`config.mk`:
```
export PLATFORM = sky130hd
export DESIGN_NAME = tern_switch_seq
export DESIGN_NICKNAME = d
export VERILOG_FILES = /design/src/rtl/tfs_pkg.sv /design/src/rtl/tfs_pow3_rom.sv /design/src/rtl/tfs_reduce3.sv /design/src/rtl/tfs_step_decide.sv /design/src/rtl/tern_switch_seq.sv
export SDC_FILE = /design/constraint.sdc
export NUM_CORES = 1
export LEC_CHECK = 0
export BUFFER_PORTS_ARGS = -buffer_cell sky130_fd_sc_hd__buf_4
export CORE_MARGIN = 2
export CORE_UTILIZATION = 65
export CTS_BUF_LIST = sky130_fd_sc_hd__clkbuf_4 sky130_fd_sc_hd__clkbuf_8
export CTS_CLUSTER_DIAMETER = 100
export DETAILED_ROUTE_END_ITERATION = 16
export PLACE_DENSITY = 0.84
export SYNTH_ARGS = -nofsm -noshare
export SYNTH_HDL_FRONTEND = slang
export SYNTH_SLANG_ARGS = --single-unit
```
`constraint.sdc`:
```
create_clock -name clk -period 14.7 [get_ports clk]
set_input_delay 2.205 -clock clk [delete_from_list [all_inputs] [get_ports clk]]
set_output_delay 2.205 -clock clk [all_outputs]
set_load 0.01 [all_outputs]
```
`src/rtl/tfs_pkg.sv`:
```
package tfs_pkg;

    typedef enum logic [2:0] {
        S_IDLE,
        S_CHECK,
        S_NORM,
        S_EMIT,
        S_FIN
    } tfs_state_e;

    function automatic longint pow3(input int k);
        longint r;
        r = 1;
        for (int i = 0; i < k; i++) begin
            r = r * 3;
        end
        return r;
    endfunction

endpackage

```
`src/rtl/tfs_pow3_rom.sv`:
```
module tfs_pow3_rom #(
    parameter int MAX_EXP = 12,
    parameter int NUM_W   = 20,
    parameter int IDX_W   = 4
) (
    input  logic [IDX_W-1:0] idx,
    output logic [NUM_W-1:0] pow
);
    import tfs_pkg::*;

    logic [NUM_W-1:0] tbl [MAX_EXP+1];

    for (genvar g = 0; g <= MAX_EXP; g++) begin : g_entry
        assign tbl[g] = NUM_W'(pow3(g));
    end

    always_comb begin
        if (int'(idx) <= MAX_EXP) begin
            pow = tbl[idx];
        end else begin
            pow = '1;
        end
    end

endmodule

```
`src/rtl/tfs_reduce3.sv`:
```
module tfs_reduce3 #(
    parameter int NUM_W = 20
) (
    input  logic [NUM_W-1:0] num,
    output logic [NUM_W-1:0] quo,
    output logic             is_mult
);
    localparam logic [NUM_W-1:0] THREE = NUM_W'(3);

    always_comb begin
        quo     = num / THREE;
        is_mult = ((num % THREE) == '0);
    end

endmodule

```
`src/rtl/tfs_step_decide.sv`:
```
module tfs_step_decide #(
    parameter int NUM_W = 20
) (
    input  logic [NUM_W-1:0] num,
    input  logic [NUM_W-1:0] pow_lo,
    input  logic             final_step,
    output logic             two_thirds,
    output logic             parallel,
    output logic [NUM_W-1:0] next_num
);
    logic [NUM_W-1:0] twice_pow;
    logic [NUM_W-1:0] mid_diff;

    always_comb begin
        twice_pow = {pow_lo[NUM_W-2:0], 1'b0};
        mid_diff  = num - pow_lo;
        if (final_step) begin
            two_thirds = (num == NUM_W'(2));
            parallel   = 1'b0;
            next_num   = num;
        end else if (num < pow_lo) begin
            two_thirds = 1'b0;
            parallel   = 1'b0;
            next_num   = num;
        end else if (num < twice_pow) begin
            if (num[0]) begin
                two_thirds = 1'b0;
                parallel   = 1'b1;
                next_num   = mid_diff >> 1;
            end else begin
                two_thirds = 1'b1;
                parallel   = 1'b0;
                next_num   = num >> 1;
            end
        end else begin
            two_thirds = 1'b1;
            parallel   = 1'b1;
            next_num   = num - twice_pow;
        end
    end

endmodule

```
`src/rtl/tern_switch_seq.sv`:
```
module tern_switch_seq #(
    parameter  int MAX_EXP = 12,
    localparam int NUM_W   = $clog2(int'(tfs_pkg::pow3(MAX_EXP)) + 1),
    localparam int EXP_W   = $clog2(MAX_EXP + 1)
) (
    input  logic             clk,
    input  logic             rst_n,
    input  logic             start,
    input  logic [NUM_W-1:0] num_in,
    input  logic [EXP_W-1:0] exp_in,
    output logic             step_valid,
    output logic             step_two_thirds,
    output logic             step_parallel,
    output logic             step_last,
    output logic             seq_done,
    output logic             seq_error
);
    import tfs_pkg::*;

    tfs_state_e       state_q, state_d;
    logic [NUM_W-1:0] num_q;
    logic [EXP_W-1:0] exp_q;
    logic             err_q;

    logic [NUM_W-1:0] pow_hi, pow_lo, quo, next_num;
    logic             is_mult, two_sel, par_sel, final_step, bad_target, can_strip;

    tfs_pow3_rom #(.MAX_EXP(MAX_EXP), .NUM_W(NUM_W), .IDX_W(EXP_W)) u_pow_hi (
        .idx (exp_q),
        .pow (pow_hi)
    );

    tfs_pow3_rom #(.MAX_EXP(MAX_EXP), .NUM_W(NUM_W), .IDX_W(EXP_W)) u_pow_lo (
        .idx (exp_q - EXP_W'(1)),
        .pow (pow_lo)
    );

    tfs_reduce3 #(.NUM_W(NUM_W)) u_reduce (
        .num     (num_q),
        .quo     (quo),
        .is_mult (is_mult)
    );

    tfs_step_decide #(.NUM_W(NUM_W)) u_decide (
        .num        (num_q),
        .pow_lo     (pow_lo),
        .final_step (final_step),
        .two_thirds (two_sel),
        .parallel   (par_sel),
        .next_num   (next_num)
    );

    always_comb begin
        final_step = (exp_q == EXP_W'(1));
        bad_target = (exp_q == '0) || (int'(exp_q) > MAX_EXP) ||
                     (num_q == '0) || (num_q >= pow_hi);
        can_strip  = (exp_q > EXP_W'(1)) && is_mult;
    end

    // state register
    always_ff @(posedge clk or negedge rst_n) begin
        if (!rst_n) begin
            state_q <= S_IDLE;
        end else begin
            state_q <= state_d;
        end
    end

    // next-state logic
    always_comb begin
        state_d = state_q;
        unique case (state_q)
            S_IDLE:  if (start) state_d = S_CHECK;
            S_CHECK: state_d = bad_target ? S_FIN : S_NORM;
            S_NORM:  state_d = can_strip ? S_NORM : S_EMIT;
            S_EMIT:  if (final_step) state_d = S_FIN;
            S_FIN:   state_d = S_IDLE;
            default: state_d = S_IDLE;
        endcase
    end

    // target registers
    always_ff @(posedge clk or negedge rst_n) begin
        if (!rst_n) begin
            num_q <= '0;
            exp_q <= '0;
            err_q <= 1'b0;
        end else begin
            unique case (state_q)
                S_IDLE: begin
                    if (start) begin
                        num_q <= num_in;
                        exp_q <= exp_in;
                        err_q <= 1'b0;
                    end
                end
                S_CHECK: err_q <= bad_target;
                S_NORM: begin
                    if (can_strip) begin
                        num_q <= quo;
                        exp_q <= exp_q - EXP_W'(1);
                    end
                end
                S_EMIT: begin
                    num_q <= next_num;
                    exp_q <= exp_q - EXP_W'(1);
                end
                default: ;
            endcase
        end
    end

    // outputs
    always_comb begin
        step_valid      = (state_q == S_EMIT);
        step_two_thirds = step_valid && two_sel;
        step_parallel   = step_valid && par_sel;
        step_last       = step_valid && final_step;
        seq_done        = (state_q == S_FIN);
        seq_error       = seq_done && err_q;
    end

endmodule

```
==> metrics, run 1 <==
post-route ant nets 0; Initial DRC Count between 600 and 700; placed cells 1043; GR Util All Layers roughly 33%; Critical Path Sink step_two_thirds; routed via count slightly above 7k; Die H 105.6 um; clk slew on worst S/H paths between 100 and 150 ps; Area after DPL roughly 7000 um^2; Worst-Margin Slew 965.6 ps; most common cell after layout, fill and taps aside nor2_1; crit end category output pin; # resized after CTS 0; Rel. slew slack between 30% and 40%; area fraction in compound gates after synthesis a little over a third; synth top area cells ha_1 13%, dfrtp_1 10%, o21ai_0 5.8%, a21oi_1 5.7%, nor2_1 4.9%; WP data arrival ~6700 ps; clk sinks 28; vias per cell between 6 and 7; vias in the first global route about 6.1k; Max Cap Viol 0; largest net degree at the start of global routing 44; Final Critical Period between 8000 and 9000 ps; CP Launch Point exp_q[2]$_DFFE_PN0P_; Hold Path Origin err_q$_DFFE_PN0P_; final WL around 18000 um; Post-CTS Setup Bufs 0; crit share post-route 60.36%; Hold Path Depth 2; worst r2r dst exp_q[2]$_DFFE_PN0P_; Syn Area/Cell between 7 and 8 um^2; DRC errors left 0; hold buffers post-CTS 0; Worst-Skew Late Latency between 200 and 300 ps; TNS Setup 0 ps; Num CTS Buffers 3; top cell type's share of synthesized area about 13%; required time at the worst-slack endpoint around 12000 ps; main combinational cell family by area after synthesis compound AO/OA/AOI/OAI gates; Fin. Hold Viols 0; syn_nets about 1.0k; Yosys Warn Count 0; Bufs and invs on worst path 1; row cnt 37; RSZ-0062 raised after global routing no; sequential cell area fraction in the yosys report approximately a tenth; most frequent CP cell a21oi_1; gr ovfl total 0; leading area contributor after synthesis ha_1; detailed-placement wirelength estimate 13540 um; Worst path top cell family by delay compound AO/OA/AOI/OAI gates; Simple-Gate Fraction of Synth Area 21.77%; core footprint between 10000 and 15000 um^2; Post-synth ARST share between 90% and 100%; Adder-Cell Fraction of Synth Area ~14%; critical path fanouts, max 16; DIE AREA around 11000 um^2; Min-Delay Path Class flop to flop; status finished, final reports clean; R2R setup slack roughly 6100 ps; final setup fails 0; CP Class flop to output pin; critical path launch point type flop; reg2reg path depth 28; clock root cell clkbuf_8; initial antenna violation count 0; CP Depth 27; mux share of post-synthesis cell area between 6 and 7%; critical path's largest stage delay 680 ps; drt wl/cell around 18 um; Synth Flop Type dfrtp_1; commonest cells after routing, fill and taps aside 88 x nor2_1, 78 x o21ai_0, 77 x nand2_1, 76 x a21oi_1, 72 x ha_1; EDFF count, synth 0; worst reg2reg startpoint num_q[17]$_DFFE_PN0P_; area grow syn2layout 3.396%; post-route cell area 6934 um^2; synthesized instance count between 900 and 1k; Cell variety after synth between 90 and 100; Port-buffer cells 32; non-filler cells, final roughly 1.0k; first-pass GRT wire length ~30000 um; layout cell share with drive strength beyond 1 around a tenth; Final nets slightly above 1k; Chip Width ~110 um; ANT cells 0; Initial Util between 60% and 70%; H-Tree Depth 1; global placement routability congestion roughly 0.94; slowest CP cell xor2_1; CTS tree done; max-slew violations 0; clk buf depth 2; Final Util 68.08%; Pre-antenna DRT Iters 6; clk_skew ~6 ps; Cell Area, Synth about 6700 um^2; xor-xnor portion of the synthesized cell area 5.970%; post-synthesis register bit count 28; io pins 33; f_max approximately 0.11 GHz
Yosys cell counts, types with 10 or more instances:
master	n
a211oi_1	15
a21oi_1	76
o31ai_1	10
o22ai_1	12
a21o_1	25
a31oi_1	15
dfrtp_1	28
nand3_1	21
o21bai_1	13
ha_1	72
o21ai_0	78
and2_1	14
o211ai_1	19
inv_1	43
nand2b_1	10
xnor2_1	30
nor3_1	21
mux2i_1	25
nand2_1	77
xor2_1	12
mux2_2	11
clkbuf_1	46
nand4_1	10
nor2_1	88
registers in the layout, summed over array words and instances (netlist names):
register	count
err_q	1
exp_q	4
num_q	20
state_q	3
worst min path at each step:
stage                                   end  slack, ps
after floorplan           err_q$_DFFE_PN0P_        450
after global placement    err_q$_DFFE_PN0P_        480
after detailed placement  err_q$_DFFE_PN0P_        480
after CTS                 err_q$_DFFE_PN0P_        510
after global routing      err_q$_DFFE_PN0P_        530
final                     err_q$_DFFE_PN0P_        510
kinds of logic (layout without fill, tap and decap cells):
group           count (synthesis)  count (layout)
compound gates                341             341
simple gates                  296             296
buf+inv                       108              88
fa+ha+maj                      75              75
xor+xnor                       44              44
mux                            38              38
flops                          28              28
cell type report:
| type | count | area, um^2 |
|---|---|---|
| clock buffer | 3 | 41.29 |
| fill | 907 | 3251 |
| multi-input combinational | 794 | 5557 |
| inverter | 46 | 172.7 |
| tap | 136 | 170.2 |
| sequential | 28 | 700.7 |
| timing repair buffer | 39 | 292.8 |
tightest hold or removal path, delay by kind of cell (launching register included):
family             cells  cell delay, ps
AOI/OAI and AO/OA      2             120
DFF                    1             370
metrics by stage:
| stage | setup WS [ps] | hold slack (ps) |
|---|---|---|
| after floorplan | 7426 | 451.3 |
| final | 5827 | 512.4 |
| after detailed placement | 6194 | 480.0 |
| after CTS | 5983 | 506.5 |
| after global routing | 5310 | 530.8 |
| after global placement | 6496 | 483.2 |
per-layer routing:
| metal | track usage (%) | part of all wire (%) | vias up |
|---|---|---|---|
| met3 | 2.968 | 7.1 | 43 |
| met1 | 47.41 | 46 | 3268 |
| met2 | 51.80 | 45 | 314 |
| met4 | 7.801 | 2.2 | 0 |
| met5 | 0 | 0 | - |
| li1 | - | - | 3429 |
Power of run 1 is not shown: default switching activity piles up to over one toggle a cycle in this logic, so the estimate is an artifact.
==> run 2, diff against run 1 <==
ABC_AREA = 1   (was not set)
CORE_UTILIZATION = 58   (was 65)
PLACE_DENSITY = 0.8   (was 0.84)
clock period = 7.67 ns   (was 14.7 ns; I/O delays follow)
==> metrics, run 2 <==
status finished, final reports clean (unchanged); synthesized instance count 818 (was 930); WP data arrival 6100 ps (was 6670 ps); top cell type's share of synthesized area 17.48% (was 13.43%); Cell variety after synth 53 (was 96); critical path's largest stage delay 520 ps (was 680 ps); H-Tree Depth 1 (unchanged); Max Cap Viol 0 (unchanged); pre-CTS WS 354.2 ps (was 6194 ps); Final nets 956 (was 1012); critical path fanouts, max 10 (was 16); max-slew violations 0 (unchanged); Chip Width 98.27 um (was 105.6 um); final WL 16640 um (was 18470 um); post-synthesis register bit count 28 (unchanged); Reg with most FFs num_q (unchanged); Final Critical Period roughly 7300 ps; initial antenna violation count 0 (unchanged); R2R setup slack 680 ps (was 6070 ps); Final Util 66.32% (was 68.08%); io pins 33 (unchanged); area fraction in compound gates after synthesis 20.68% (was 34.94%); xor-xnor portion of the synthesized cell area 4.419% (was 5.970%); vias in the first global route 5602 (was 6143); clk sinks 28 (unchanged); f_max between 0.1 and 0.15 GHz; post-route cell area 5756 um^2 (was 6934 um^2); final setup fails 0 (unchanged); most common cell after layout, fill and taps aside nand2_1 (was nor2_1); DIE AREA 9656 um^2 (was 11150 um^2); GR Util All Layers 33.77% (was 32.52%); Cell Area, Synth 5154 um^2 (was 6706 um^2); Fillers 809 (was 907); leading area contributor after synthesis ha_1 (unchanged); clock root cell clkbuf_8 (unchanged); Initial Util 59.39% (was 65.85%); drt wl/cell 17.28 um (was 17.65 um); max FFs per register 20 (unchanged); slowest CP cell dfrtp_2 (was xor2_1); Adder-Cell Fraction of Synth Area 17.87% (was 14.03%); core footprint 8678 um^2 (was 10180 um^2); Synth Flop Type dfrtp_1 (unchanged); CTS tree done (unchanged); Port-buffer cells 32 (unchanged); EDFF count, synth 0 (unchanged); Synth top cells by count 217 x nand2_1, 98 x inv_1, 72 x ha_1 (was 88 x nor2_1, 78 x o21ai_0, 77 x nand2_1); ANT cells 0 (unchanged); Initial DRC Count 436 (was 602); critical path launch point type flop (unchanged); required time at the worst-slack endpoint 6520 ps (was 12490 ps); clk_skew 2.949 ps (was 6.055 ps); vias per cell 6.059 (was 6.744); Num CTS Buffers 3 (unchanged); Setup WS post-layout 419.7 ps (was 5827 ps); Area after DPL 5482 um^2 (was 6893 um^2); layout cell share with drive strength beyond 1 14.15% (was 10.11%); clk buf depth 2 (unchanged); synth top area cells ha_1 17%, nand2_1 16%, dfrtp_1 14%, inv_1 7.1%, a21oi_1 5.7% (was ha_1 13%, dfrtp_1 10%, o21ai_0 5.8%, a21oi_1 5.7%, nor2_1 4.9%); global placement routability congestion 0.9320 (was 0.9375); CP Class flop to output pin (unchanged); Rel. slew slack 34.72% (was 35.39%); first-pass GRT wire length 26730 um (was 30500 um); syn_nets 918 (was 1030); mux share of post-synthesis cell area 0% (was 6.026%); area grow syn2layout 11.68% (was 3.396%); Die H 98.27 um (was 105.6 um); post-route ant nets 0 (unchanged); sequential cell area fraction in the yosys report 13.60% (was 10.45%); detailed-placement wirelength estimate 12200 um (was 13540 um); routed via count 5835 (was 7054); largest net degree at the start of global routing 29 (was 44); crit end category output pin (unchanged); Syn Area/Cell 6.300 um^2 (was 7.211 um^2); clk slew on worst S/H paths 120 ps (was 110 ps); Top Registers num_q: 20 flops, exp_q: 4 flops, state_q: 3 flops (unchanged); Worst-Skew Late Latency 290 ps (about the same); Worst-Margin Slew 975.6 ps (was 965.6 ps); hold buffers post-CTS 0 (unchanged); DRC errors left 0 (unchanged); crit share post-route about 95%; Yosys Warn Count 0 (unchanged); gr ovfl total 0 (unchanged); Post-synth ARST share 100.0% (unchanged); Min-Delay Path Class flop to flop (unchanged); Pre-antenna DRT Iters 5 (was 6); commonest cells after routing, fill and taps aside 210 x nand2_1, 98 x inv_1, 71 x ha_1, 64 x nor2_1, 57 x a21oi_1 (was 88 x nor2_1, 78 x o21ai_0, 77 x nand2_1, 76 x a21oi_1, 72 x ha_1); Fin. Hold Viols 0 (unchanged); main combinational cell family by area after synthesis simple AND/OR/NAND/NOR gates (was compound AO/OA/AOI/OAI gates); most common cell in the synthesized netlist nand2_1 (was nor2_1); Simple-Gate Fraction of Synth Area 33.77% (was 21.77%); row cnt 34 (was 37); most frequent CP cell inv_1 (was a21oi_1)
[run 2: cell families after synthesis]
| kind of cell | after synthesis |
|---|---|
| xor gates and xnor gates | 26 |
| buffers and inverters | 123 |
| AOI/OAI and AO/OA | 173 |
| and+or+nand+nor | 395 |
| adders and majority gates | 73 |
| DFF | 28 |
[run 2: path summary, 6_finish.rpt]
| kind | startpoint | cells past startpoint | to |
|---|---|---|---|
| min | err_q$_DFFE_PN0P_ | 2 | err_q$_DFFE_PN0P_ |
| min reg2reg | err_q$_DFFE_PN0P_ | 2 | err_q$_DFFE_PN0P_ |
| min in group asynchronous | rst_n | 1 | num_q[1]$_DFFE_PN0P_ |
| max in group asynchronous | rst_n | 1 | num_q[19]$_DFFE_PN0P_ |
| max | exp_q[0]$_DFFE_PN0P_ | 33 | step_two_thirds |
| max reg2reg | num_q[18]$_DFFE_PN0P_ | 59 | num_q[13]$_DFFE_PN0P_ |
[run 2: layout make-up]
cell class              count  area, um^2  share of cell area (%)
well taps                 108       135.1                   2.348
flip-flops and latches     28       705.7                   12.26
inverters                 102       382.9                   6.652
clock buffers               4       55.05                  0.9565
repair buffers             52       410.4                   7.130
multi-input cells         669        4066                   70.65
[run 2: layer usage]
metal | part of all wire [%] | track usage [%] | vias up
li1 | - | - | 2845
met1 | 41 | 44.66 | 2663
met2 | 46 | 56.59 | 265
met3 | 8.6 | 3.865 | 62
met4 | 4.4 | 13.07 | 0
met5 | 0 | 0 | -
[run 2: per-stage QoR]
step	hold WS, ps	TNS [ps]	cells
4_1_cts	495.0	0	950
2_1_floorplan	442.3	0	818
6_report	498.9	0	963
3_3_place_gp	460.7	0	946
5_1_grt	533.6	-72.01	963
3_5_place_dp	465.6	0	946
[run 2: what timing repair did]
action	4_1_cts	5_1_grt
endpoints found under the hold margin	0	0
setup endpoints to repair	1	27
pin swaps	0	8
cloned	0	2
buffers inserted	0	11
gates resized for setup	1	30
[run 2: critical path, delay by kind of cell, from the launching register on]
family	cells	cell delay, ps
adder cells (fa/ha/maj)	3	990
AO/OA/AOI/OAI	11	1980
AND/OR/NAND/NOR	10	1480
buffers and inverters	9	810
flip-flops	1	520
Power of run 2 is left out for the same reason.
==> run 3, diff against run 2 <==
CELL_PAD_IN_SITES_DETAIL_PLACEMENT = 1   (was not set)
CELL_PAD_IN_SITES_GLOBAL_PLACEMENT = 1   (was not set)
CORE_UTILIZATION = 41   (was 58)
PLACE_DENSITY = not set   (was 0.8)
PLACE_DENSITY_LB_ADDON = 0.1   (was not set)
==> metrics, run 3 (synthesized netlist as in run 2, its figures left out) <==
row cnt 40 (was 34); uppermost layer routed met4 (unchanged); Final nets 964 (was 956); critical path launch point type flop (unchanged); core footprint 12160 um^2 (was 8678 um^2); max FFs per register 20 (unchanged); most common cell after layout, fill and taps aside nand2_1 (unchanged); f_max 0.1374 GHz (was 0.1379 GHz); clk slew on worst S/H paths 120 ps (about the same); initial antenna violation count 0 (unchanged); met1 wire length 8337 um (was 6747 um); Area after DPL 5632 um^2 (was 5482 um^2); crit end category output pin (unchanged); clk buf depth 2 (unchanged); Die H 116.1 um (was 98.27 um); io pins 33 (unchanged); final WL 18560 um (was 16640 um); Max Cap Viol 0 (unchanged); slowest CP cell ha_1 (was dfrtp_2); hold buffers post-CTS 0 (unchanged); Fin. Hold Viols 0 (unchanged); crit share post-route 94.88% (was 94.53%); reg2reg path depth 59 (unchanged); drt wl/cell 18.00 um (was 17.28 um); ANT cells 0 (unchanged); Bufs and invs on worst path 9 (unchanged); WP data arrival 6130 ps (was 6100 ps); critical path's largest stage delay 450 ps (was 520 ps); CTS tree done (unchanged); post-route cell area 5926 um^2 (was 5756 um^2); DRC errors left 0 (unchanged); routed via count 5864 (was 5835); critical path fanouts, max 7 (was 10); Pre-antenna DRT Iters 4 (was 5); Min-Delay Path Class flop to flop (unchanged); Worst path top cell family by delay compound AO/OA/AOI/OAI gates (unchanged); CP Launch Point exp_q[0]$_DFFE_PN0P_ (unchanged); DIE AREA 13480 um^2 (was 9656 um^2); largest net degree at the start of global routing 29 (unchanged); first-pass GRT wire length 29890 um (was 26730 um); worst r2r dst num_q[8]$_DFFE_PN0P_ (was num_q[13]$_DFFE_PN0P_); detailed-placement wirelength estimate 14300 um (was 12200 um); vias per cell 5.688 (was 6.059); Setup WS post-layout 392.5 ps (was 419.7 ps); Final Critical Period 7278 ps (was 7250 ps); GR Util All Layers 28.20% (was 33.77%); area grow syn2layout 14.98% (was 11.68%); status finished, final reports clean (unchanged); Top Registers num_q: 20 flops, exp_q: 4 flops, state_q: 3 flops (unchanged); R2R setup slack 770 ps (was 680 ps); CP Depth 31 (was 33); TNS Setup 0 ps (unchanged); Initial DRC Count 396 (was 436); Critical Path Sink step_parallel (was step_two_thirds); gr ovfl total 0 (unchanged); Rel. slew slack 56.43% (was 34.72%); global placement routability congestion 0.9128 (was 0.9320); Hold Path Origin err_q$_DFFE_PN0P_ (unchanged); clk sinks 28 (unchanged); Chip Width 116.1 um (was 98.27 um); Initial Util 42.38% (was 59.39%); vias in the first global route 5892 (was 5602); most frequent CP cell inv_1 (unchanged); metal2 WL 8770 um (was 7736 um); Reg with most FFs num_q (unchanged); Worst-Margin Slew 652.8 ps (was 975.6 ps); max-slew violations 0 (unchanged); Fillers 1664 (was 809); WL met3 1009 um (was 1432 um); post-route ant nets 0 (unchanged); Port-buffer cells 32 (unchanged); layout cell share with drive strength beyond 1 16.22% (was 14.15%); final setup fails 0 (unchanged); Worst-Skew Late Latency 300 ps (was 290 ps); clock root cell clkbuf_8 (unchanged); required time at the worst-slack endpoint 6520 ps (about the same); H-Tree Depth 1 (unchanged); commonest cells after routing, fill and taps aside 205 x nand2_1, 97 x inv_1, 70 x ha_1, 64 x nor2_1, 60 x buf_4 (was 210 x nand2_1, 98 x inv_1, 71 x ha_1, 64 x nor2_1, 57 x a21oi_1); Num CTS Buffers 3 (unchanged); worst reg2reg startpoint num_q[19]$_DFFE_PN0P_ (was num_q[18]$_DFFE_PN0P_); CP Class flop to output pin (unchanged); pre-CTS WS 232.2 ps (was 354.2 ps); clk_skew 4.010 ps (was 2.949 ps)
==> run 3: cell count changes in the layout (fill, tap and decap cells not counted), sizes merged <==
cell / before / now
buf: 52 / 62
nand3: 60 / 58
==> run 3: layout make-up <==
type                    instances  area [um^2]  area share [%]
well taps                     168        210.2           3.547
multi-input cells             667         4091           69.05
repair buffers                 62        481.7           8.129
flip-flops and latches         28        704.4           11.89
clock buffers                   4        55.05          0.9291
inverters                     102        382.9           6.461
==> run 3: how the worst min path moves through the flow <==
stage,cells after the start,slack [ps],endpoint
floorplan,2,440,err_q$_DFFE_PN0P_
global placement,2,460,err_q$_DFFE_PN0P_
detailed placement,2,470,err_q$_DFFE_PN0P_
CTS,2,500,err_q$_DFFE_PN0P_
global route,2,530,err_q$_DFFE_PN0P_
finish,2,500,err_q$_DFFE_PN0P_
==> run 3: routing by layer <==
layer | GRT usage (%) | vias up
met1 | 37.91 | 2856
met3 | 3.166 | 32
met2 | 47.76 | 120
met5 | 0 | -
li1 | - | 2856
met4 | 8.571 | 0
==> run 3: per-stage QoR <==
stage	util (%)	hold slack [ps]	instances
2_1_floorplan	-	442.3	818
3_3_place_gp	46.31	459.6	1016
3_5_place_dp	46.31	471.3	1016
4_1_cts	46.76	504.3	1020
5_1_grt	48.72	525.3	1031
6_report	48.72	496.4	1031
==> run 3: worst min-delay path: cells and delay by family (launching register included) <==
family / cells / cell delay [ps]
flops: 1 / 360
simple gates: 2 / 110
==> run 3: repair_timing <==
item / in CTS / in global routing
resized for setup: 0 / 41
setup buffers: 0 / 11
endpoints found under the setup margin: 0 / 27
hold endpoints to repair: 0 / 0
Power of run 3 is left out for the same reason.
